<file path="src/rtl/hfadc_pkg.sv">
`timescale 1ns/1ps
package hfadc_pkg;

   localparam logic [1:0] SEQ_RDONLY  = 2'b00;
   localparam logic [1:0] SEQ_INTWAIT = 2'b01;

   typedef enum logic [2:0] {
      ST_IDLE  = 3'd0,
      ST_RDM   = 3'd1,
      ST_WRL   = 3'd2,
      ST_WINT  = 3'd3,
      ST_WFAST = 3'd4,
      ST_RACC  = 3'd5,
      ST_GAP   = 3'd6
   } hf_state_e;

   // nanoseconds to whole cycles, rounded up
   function automatic int ns2cyc(input int ns, input int clk_ns);
      return (ns + clk_ns - 1) / clk_ns;
   endfunction

   function automatic int max2(input int a, input int b);
      return (a > b) ? a : b;
   endfunction

endpackage

</file>
<file path="src/rtl/hfadc_sync.sv">
`timescale 1ns/1ps
module hfadc_sync #(
   parameter int   STAGES  = 2,
   parameter logic RST_VAL = 1'b1
) (
   input  logic clk,
   input  logic rst_n,
   input  logic d,
   output logic q
);
   generate
      if (STAGES == 0) begin : g_bypass
         assign q = d;
      end else begin : g_chain
         logic [STAGES-1:0] sh;
         always_ff @(posedge clk or negedge rst_n) begin
            if (!rst_n) begin
               sh <= {STAGES{RST_VAL}};
            end else begin
               sh[0] <= d;
               for (int i = 1; i < STAGES; i++) sh[i] <= sh[i-1];
            end
         end
         assign q = sh[STAGES-1];
      end
   endgenerate
endmodule

</file>
<file path="src/rtl/hfadc_seq.sv">
`timescale 1ns/1ps
module hfadc_seq
   import hfadc_pkg::*;
#(
   parameter int WR_CYC   = 30,
   parameter int FAST_CYC = 30,
   parameter int ACC_CYC  = 13,
   parameter int GAP_CYC  = 25,
   parameter int TO_CYC   = 200
) (
   input  logic       clk,
   input  logic       rst_n,
   input  logic       req_valid,
   input  logic [1:0] req_seq,
   input  logic       rdy_s,
   input  logic       int_s,
   output logic       req_ready,
   output logic       cap_stb,
   output logic       tmo_stb,
   output logic       cs_n,
   output logic       wr_n,
   output logic       rd_n,
   output logic       mode
);
   localparam int MAXC = max2(max2(WR_CYC, FAST_CYC), max2(max2(ACC_CYC, GAP_CYC), TO_CYC));
   localparam int CW   = $clog2(MAXC + 1);

   localparam logic [CW-1:0] WR_END   = CW'(WR_CYC - 1);
   localparam logic [CW-1:0] FAST_END = CW'(FAST_CYC - 1);
   localparam logic [CW-1:0] ACC_END  = CW'(ACC_CYC - 1);
   localparam logic [CW-1:0] GAP_END  = CW'(GAP_CYC - 1);
   localparam logic [CW-1:0] TO_END   = CW'(TO_CYC - 1);

   hf_state_e      st, st_n;
   logic [CW-1:0]  cnt;
   logic           armed;
   logic           fast_q;

   always_comb begin
      st_n    = st;
      cap_stb = 1'b0;
      tmo_stb = 1'b0;
      unique case (st)
         ST_IDLE: begin
            if (req_valid) st_n = (req_seq == SEQ_RDONLY) ? ST_RDM : ST_WRL;
         end
         ST_RDM: begin
            if (armed && rdy_s) begin
               st_n    = ST_GAP;
               cap_stb = 1'b1;
            end else if (cnt == TO_END) begin
               st_n    = ST_GAP;
               tmo_stb = 1'b1;
            end
         end
         ST_WRL: begin
            if (cnt == WR_END) st_n = fast_q ? ST_WFAST : ST_WINT;
         end
         ST_WINT: begin
            if (!int_s) begin
               st_n = ST_RACC;
            end else if (cnt == TO_END) begin
               st_n    = ST_GAP;
               tmo_stb = 1'b1;
            end
         end
         ST_WFAST: begin
            if (cnt == FAST_END) st_n = ST_RACC;
         end
         ST_RACC: begin
            if (cnt == ACC_END) begin
               st_n    = ST_GAP;
               cap_stb = 1'b1;
            end
         end
         ST_GAP: begin
            if (cnt == GAP_END) st_n = ST_IDLE;
         end
         default: st_n = ST_IDLE;
      endcase
   end

   always_ff @(posedge clk or negedge rst_n) begin
      if (!rst_n) begin
         st     <= ST_IDLE;
         cnt    <= '0;
         armed  <= 1'b0;
         fast_q <= 1'b0;
         mode   <= 1'b0;
         cs_n   <= 1'b1;
         wr_n   <= 1'b1;
         rd_n   <= 1'b1;
      end else begin
         st    <= st_n;
         cnt   <= (st_n != st) ? '0 : cnt + 1'b1;
         armed <= (st_n == ST_RDM) && (armed || ((st == ST_RDM) && !rdy_s));
         if (st == ST_IDLE && req_valid) begin
            mode   <= (req_seq != SEQ_RDONLY);
            fast_q <= req_seq[1];
         end
         // pins registered from the next state so they change cleanly
         cs_n <= !(st_n inside {ST_RDM, ST_WRL, ST_WINT, ST_WFAST, ST_RACC});
         wr_n <= (st_n != ST_WRL);
         rd_n <= !(st_n inside {ST_RDM, ST_RACC});
      end
   end

   assign req_ready = (st == ST_IDLE);

endmodule

</file>
<file path="src/rtl/hfadc_capture.sv">
`timescale 1ns/1ps
module hfadc_capture #(
   parameter int DW = 8
) (
   input  logic          clk,
   input  logic          rst_n,
   input  logic          cap_stb,
   input  logic          tmo_stb,
   input  logic [DW-1:0] db,
   input  logic          ofl_n,
   output logic          vld,
   output logic [DW-1:0] data,
   output logic          ovf,
   output logic          err
);
   always_ff @(posedge clk or negedge rst_n) begin
      if (!rst_n) begin
         vld  <= 1'b0;
         data <= '0;
         ovf  <= 1'b0;
         err  <= 1'b0;
      end else begin
         vld <= cap_stb | tmo_stb;
         if (cap_stb) begin
            data <= db;
            ovf  <= !ofl_n;
            err  <= 1'b0;
         end else if (tmo_stb) begin
            data <= '0;
            ovf  <= 1'b0;
            err  <= 1'b1;
         end
      end
   end
endmodule

</file>
<file path="src/rtl/hfadc_host_ctrl.sv">
`timescale 1ns/1ps
module hfadc_host_ctrl
   import hfadc_pkg::*;
#(
   parameter int DW          = 8,
   parameter int CLK_NS      = 20,
   parameter int T_WR_NS     = 600,
   parameter int T_FAST_NS   = 600,
   parameter int T_ACC_NS    = 250,
   parameter int T_GAP_NS    = 500,
   parameter int T_TO_NS     = 4000,
   parameter int SYNC_STAGES = 2
) (
   input  logic          clk,
   input  logic          rst_n,
   input  logic          req_valid,
   input  logic [1:0]    req_seq,
   output logic          req_ready,
   output logic          rsp_valid,
   output logic [DW-1:0] rsp_data,
   output logic          rsp_ovf,
   output logic          rsp_err,
   output logic          adc_cs_n,
   output logic          adc_wr_n,
   output logic          adc_rd_n,
   output logic          adc_mode,
   input  logic          adc_rdy,
   input  logic          adc_int_n,
   input  logic [DW-1:0] adc_db,
   input  logic          adc_ofl_n
);
   localparam int WR_CYC   = ns2cyc(T_WR_NS, CLK_NS);
   localparam int FAST_CYC = ns2cyc(T_FAST_NS, CLK_NS);
   localparam int ACC_CYC  = ns2cyc(T_ACC_NS, CLK_NS);
   localparam int GAP_CYC  = ns2cyc(T_GAP_NS, CLK_NS);
   localparam int TO_CYC   = ns2cyc(T_TO_NS, CLK_NS);

   generate
      if (DW < 1) begin : g_bad_dw
         $error("hfadc_host_ctrl: DW must be at least 1");
      end
      if (CLK_NS < 1) begin : g_bad_clk
         $error("hfadc_host_ctrl: CLK_NS must be positive");
      end
      if (WR_CYC < 1 || FAST_CYC < 1 || ACC_CYC < 1) begin : g_bad_pulse
         $error("hfadc_host_ctrl: strobe timings must be at least one cycle");
      end
      if (GAP_CYC <= SYNC_STAGES + 1) begin : g_bad_gap
         $error("hfadc_host_ctrl: recovery gap must outlast the synchroniser");
      end
      if (TO_CYC <= SYNC_STAGES + 2) begin : g_bad_to
         $error("hfadc_host_ctrl: timeout too short for synchroniser latency");
      end
   endgenerate

   logic rdy_s, int_s, cap_stb, tmo_stb;

   hfadc_sync #(.STAGES(SYNC_STAGES), .RST_VAL(1'b1)) u_sync_rdy (
      .clk(clk), .rst_n(rst_n), .d(adc_rdy), .q(rdy_s));

   hfadc_sync #(.STAGES(SYNC_STAGES), .RST_VAL(1'b1)) u_sync_int (
      .clk(clk), .rst_n(rst_n), .d(adc_int_n), .q(int_s));

   hfadc_seq #(
      .WR_CYC(WR_CYC), .FAST_CYC(FAST_CYC), .ACC_CYC(ACC_CYC),
      .GAP_CYC(GAP_CYC), .TO_CYC(TO_CYC)
   ) u_seq (
      .clk(clk), .rst_n(rst_n),
      .req_valid(req_valid), .req_seq(req_seq),
      .rdy_s(rdy_s), .int_s(int_s),
      .req_ready(req_ready), .cap_stb(cap_stb), .tmo_stb(tmo_stb),
      .cs_n(adc_cs_n), .wr_n(adc_wr_n), .rd_n(adc_rd_n), .mode(adc_mode));

   hfadc_capture #(.DW(DW)) u_cap (
      .clk(clk), .rst_n(rst_n),
      .cap_stb(cap_stb), .tmo_stb(tmo_stb),
      .db(adc_db), .ofl_n(adc_ofl_n),
      .vld(rsp_valid), .data(rsp_data), .ovf(rsp_ovf), .err(rsp_err));

endmodule

</file>
<file path="config.mk">
export PLATFORM = sky130hd
export DESIGN_NAME = hfadc_host_ctrl
export DESIGN_NICKNAME = d
export VERILOG_FILES = /design/src/rtl/hfadc_pkg.sv /design/src/rtl/hfadc_sync.sv /design/src/rtl/hfadc_seq.sv /design/src/rtl/hfadc_capture.sv /design/src/rtl/hfadc_host_ctrl.sv
export SDC_FILE = /design/constraint.sdc
export NUM_CORES = 1
export LEC_CHECK = 0
export BUFFER_PORTS_ARGS = -buffer_cell sky130_fd_sc_hd__buf_2
export CAP_MARGIN = 20
export CORE_ASPECT_RATIO = 1.5
export CORE_UTILIZATION = 53
export CTS_CLUSTER_DIAMETER = 50
export DETAILED_ROUTE_END_ITERATION = 8
export PLACE_DENSITY = 0.84
export SYNTH_ARGS = -nofsm -noshare
export SYNTH_HDL_FRONTEND = slang
export SYNTH_SLANG_ARGS = --single-unit
</file>
<file path="constraint.sdc">
create_clock -name clk -period 2.79 [get_ports clk]
set_clock_uncertainty 0.2 [all_clocks]
set_input_delay 0.4185 -clock clk [delete_from_list [all_inputs] [get_ports clk]]
set_output_delay 0.4185 -clock clk [all_outputs]
set_load 0.05 [all_outputs]
</file>
==> flow_summary.ini <==
[outcome]
status = completed

[worst_setup_path]
end_kind = register
worstPathRequired_ns = 2.73
reg2reg_slack_ns = 0.19
ff2ff_path_depth = 7
rr_endpoint = u_seq.cnt[3]
critPathLaunchType = register
cp_top_family = simple AND/OR/NAND/NOR gates
cp_slowest_cell = or4b_4
cp_max_fo = 8
critical_path_buf_inv_count = 1
crit_type = reg -> reg
worst_ep_arrival_time_ns = 2.54
path_cells = inv_1, ha_1, or4b_4, o311ai_1, o41a_2, mux2i_2, nor3_1
r2r_start = u_seq.cnt[0]
cpPeakStageDelay_ns = 0.48

[sta]
rsz0062_at_grt = false
hold_viol = 0
tightest_slew_ns = 0.673
relSlewSlack_pct = 55.1
finalMaxSlewViolations = 0
setup_tns_ns = 0
setup_slack_ns = 0.192
fmax_mhz = 385
post-route-min-period_ns = 2.60
setup_viol = 0
fin_crit_sh_pct = 93.1

[synth]
synthTopCellsByArea = dfrtp_1 40%, dfstp_2 12%, a22o_1 5.0%, nor3_1 3.2%, ha_1 2.4%
synth_seq_cells = 32
syn_nets = 156
synth.largest_area_cell = dfrtp_1
synth_edf_count = 0
synth_ff_type = dfrtp_1
syn_area_per_cell_sq_um = 11.4
yosys.cell_types.count = 50
syn-cell-area_sq_um = 1570
yosys_warnings = 0
syn-instance-count = 137
synth_top_area_share_pct = 39.9
synthArstFlopShare_pct = 100
ys_seq_area_share_pct = 51.6

[clocking]
hold_buffers = 1
clockRootBuffer = clkbuf_8
cts_buffers = 5
cts_setup_buffers = 0
clk_path_buf_depth = 2
path_clk_slew_ns = 0.06
cts_resized = 0
cts_sinks = 32
htree_levels = 2
clk_latency_ns = 0.28
cts_tree = done

[placed_design]
place_hpwl_um = 2200
place_ws_ns = 0.186
placed_cells = 201
port_buffers = 31
gp_congestion = 0.793

[final_layout]
seq_area_sq_um = 810
area_delta_synth_final_pct = 20.3
fillers = 209
diodes = 0
drive_gt1_share_pct = 37.6
nNetsFinal = 191
final_common_cell = buf_2
final_cell_mix = 31 x buf_2, 25 x dfrtp_1, 10 x nor3_1
multi_input_area_sq_um = 697
final_cells = 210

[floorplanning]
die-height_um = 68.6
dieWidth_um = 46.4
core_sq_um = 2730
dieArea_sq_um = 3180
row_count = 23
ios = 32
initial_core_util_pct = 57.3

[run]
cap_violations = 0

[route]
first_pass_iters = 4
wire_per_inst_um = 14.7
drt_wl_total_um = 3080
ant_nets = 0
drt-initial-drc-count = 44
num_vias = 1205
route.detailed.drc = 0
viasPerCell = 5.74

[min_path]
min_path_cells = 1
hold_path.class = in -> reg
hold_end = u_sync_int.g_chain.sh[0]
min_from = adc_int_n

[pwr]
ir_drop_uv = 628
p_total_mw = 1.90
switchingPower_mw = 0.745
power.share.clock_pct = 24.9
p_seq_share_pct = 35.4
swShare_pct = 39.2
power.density_nw_per_um2 = 1010
power.share.combinational_pct = 39.7
intPower_mw = 1.16
leakagePower_nw = 0.864

[global_routing]
overflow = 0
grt_pass1_vias = 1193
antenna_found_initial = 0
grt_pass1_wl_um = 5020
grt_max_degree = 33
gr-usage-all-layers_pct = 22.3
power by group through the flow:
stage	combinational, mW	sequential (mW)	clock (mW)
2_1_floorplan	0.522	0.761	0
6_report	0.755	0.674	0.474
3_3_place_gp	0.721	0.673	0
3_5_place_dp	0.750	0.680	0
4_1_cts	0.757	0.672	0.484
5_1_grt	0.813	0.691	0.507
layout make-up:
class	count	area share [%]
clock buffer	7	5.11
clock inverter	1	1.59
inverter	7	1.39
multi-input combinational	92	37.0
sequential	32	42.9
tap	37	2.46
timing repair buffer	34	9.56
worst max path at each step:
stage / start / end / slack, ns / cells past startpoint
after global placement: u_seq.cnt[0] / u_seq.cnt[5] / 0.32 / 7
after detailed placement: u_seq.cnt[0] / u_seq.cnt[3] / 0.19 / 7
after floorplan: u_seq.cnt[0] / u_seq.cnt[2] / 0.45 / 7
final: u_seq.cnt[0] / u_seq.cnt[3] / 0.19 / 7
after global routing: u_seq.cnt[0] / u_seq.cnt[6] / 0.02 / 7
after CTS: u_seq.cnt[0] / u_seq.cnt[3] / 0.18 / 7
state kept, by name, indices dropped and copies added, names as in the netlist, 2 cells and up:
name	count
u_sync_rdy.g_chain.sh	2
u_sync_int.g_chain.sh	2
u_seq.st	3
u_cap.data	8
u_seq.cnt	8
stage by stage:
stage	cell area, sq um	hold slack, ns	util, %
6_report	1890	0.0355	69.0
5_1_grt	1890	0.0215	69.0
4_1_cts	1890	0.0275	69.0
3_5_place_dp	1750	0.147	64.0
3_3_place_gp	1750	0.146	64.0
2_1_floorplan	1570	-0.0771	-
cell usage after synthesis (3+ instances only):
cell / count
dfrtp_1: 25
nor3_1: 10
a22o_1: 9
nor2_1: 8
dfstp_2: 7
inv_1: 6
nand2_1: 5
nand3_1: 4
buf_4: 3
ha_1: 3
nand2b_1: 3
nand3b_1: 3
nor2b_1: 3
xnor2_1: 3
xor2_1: 3
layer usage:
| metal | track usage [%] | up-vias | wire length (um) | part of all wire [%] |
|---|---|---|---|---|
| li1 | - | 572 | - | - |
| met1 | 24.4 | 589 | 1260 | 41 |
| met2 | 38.7 | 39 | 1640 | 53 |
| met3 | 5.99 | 5 | 131 | 4.3 |
| met4 | 9.93 | 0 | 47 | 1.5 |
| met5 | 0 | - | 0 | 0 |
cell families after synthesis:
| kind of cell | after synthesis | share of synthesized area [%] |
|---|---|---|
| AND/OR/NAND/NOR | 53 | 21.1 |
| buffers and inverters | 13 | 3.91 |
| flip-flops | 32 | 51.6 |
| AO/OA/AOI/OAI | 25 | 13.7 |
| multiplexers | 5 | 3.91 |
| XOR/XNOR | 6 | 3.35 |
| adder cells (fa/ha/maj) | 3 | 2.39 |
(Power assumes the default switching activity.)
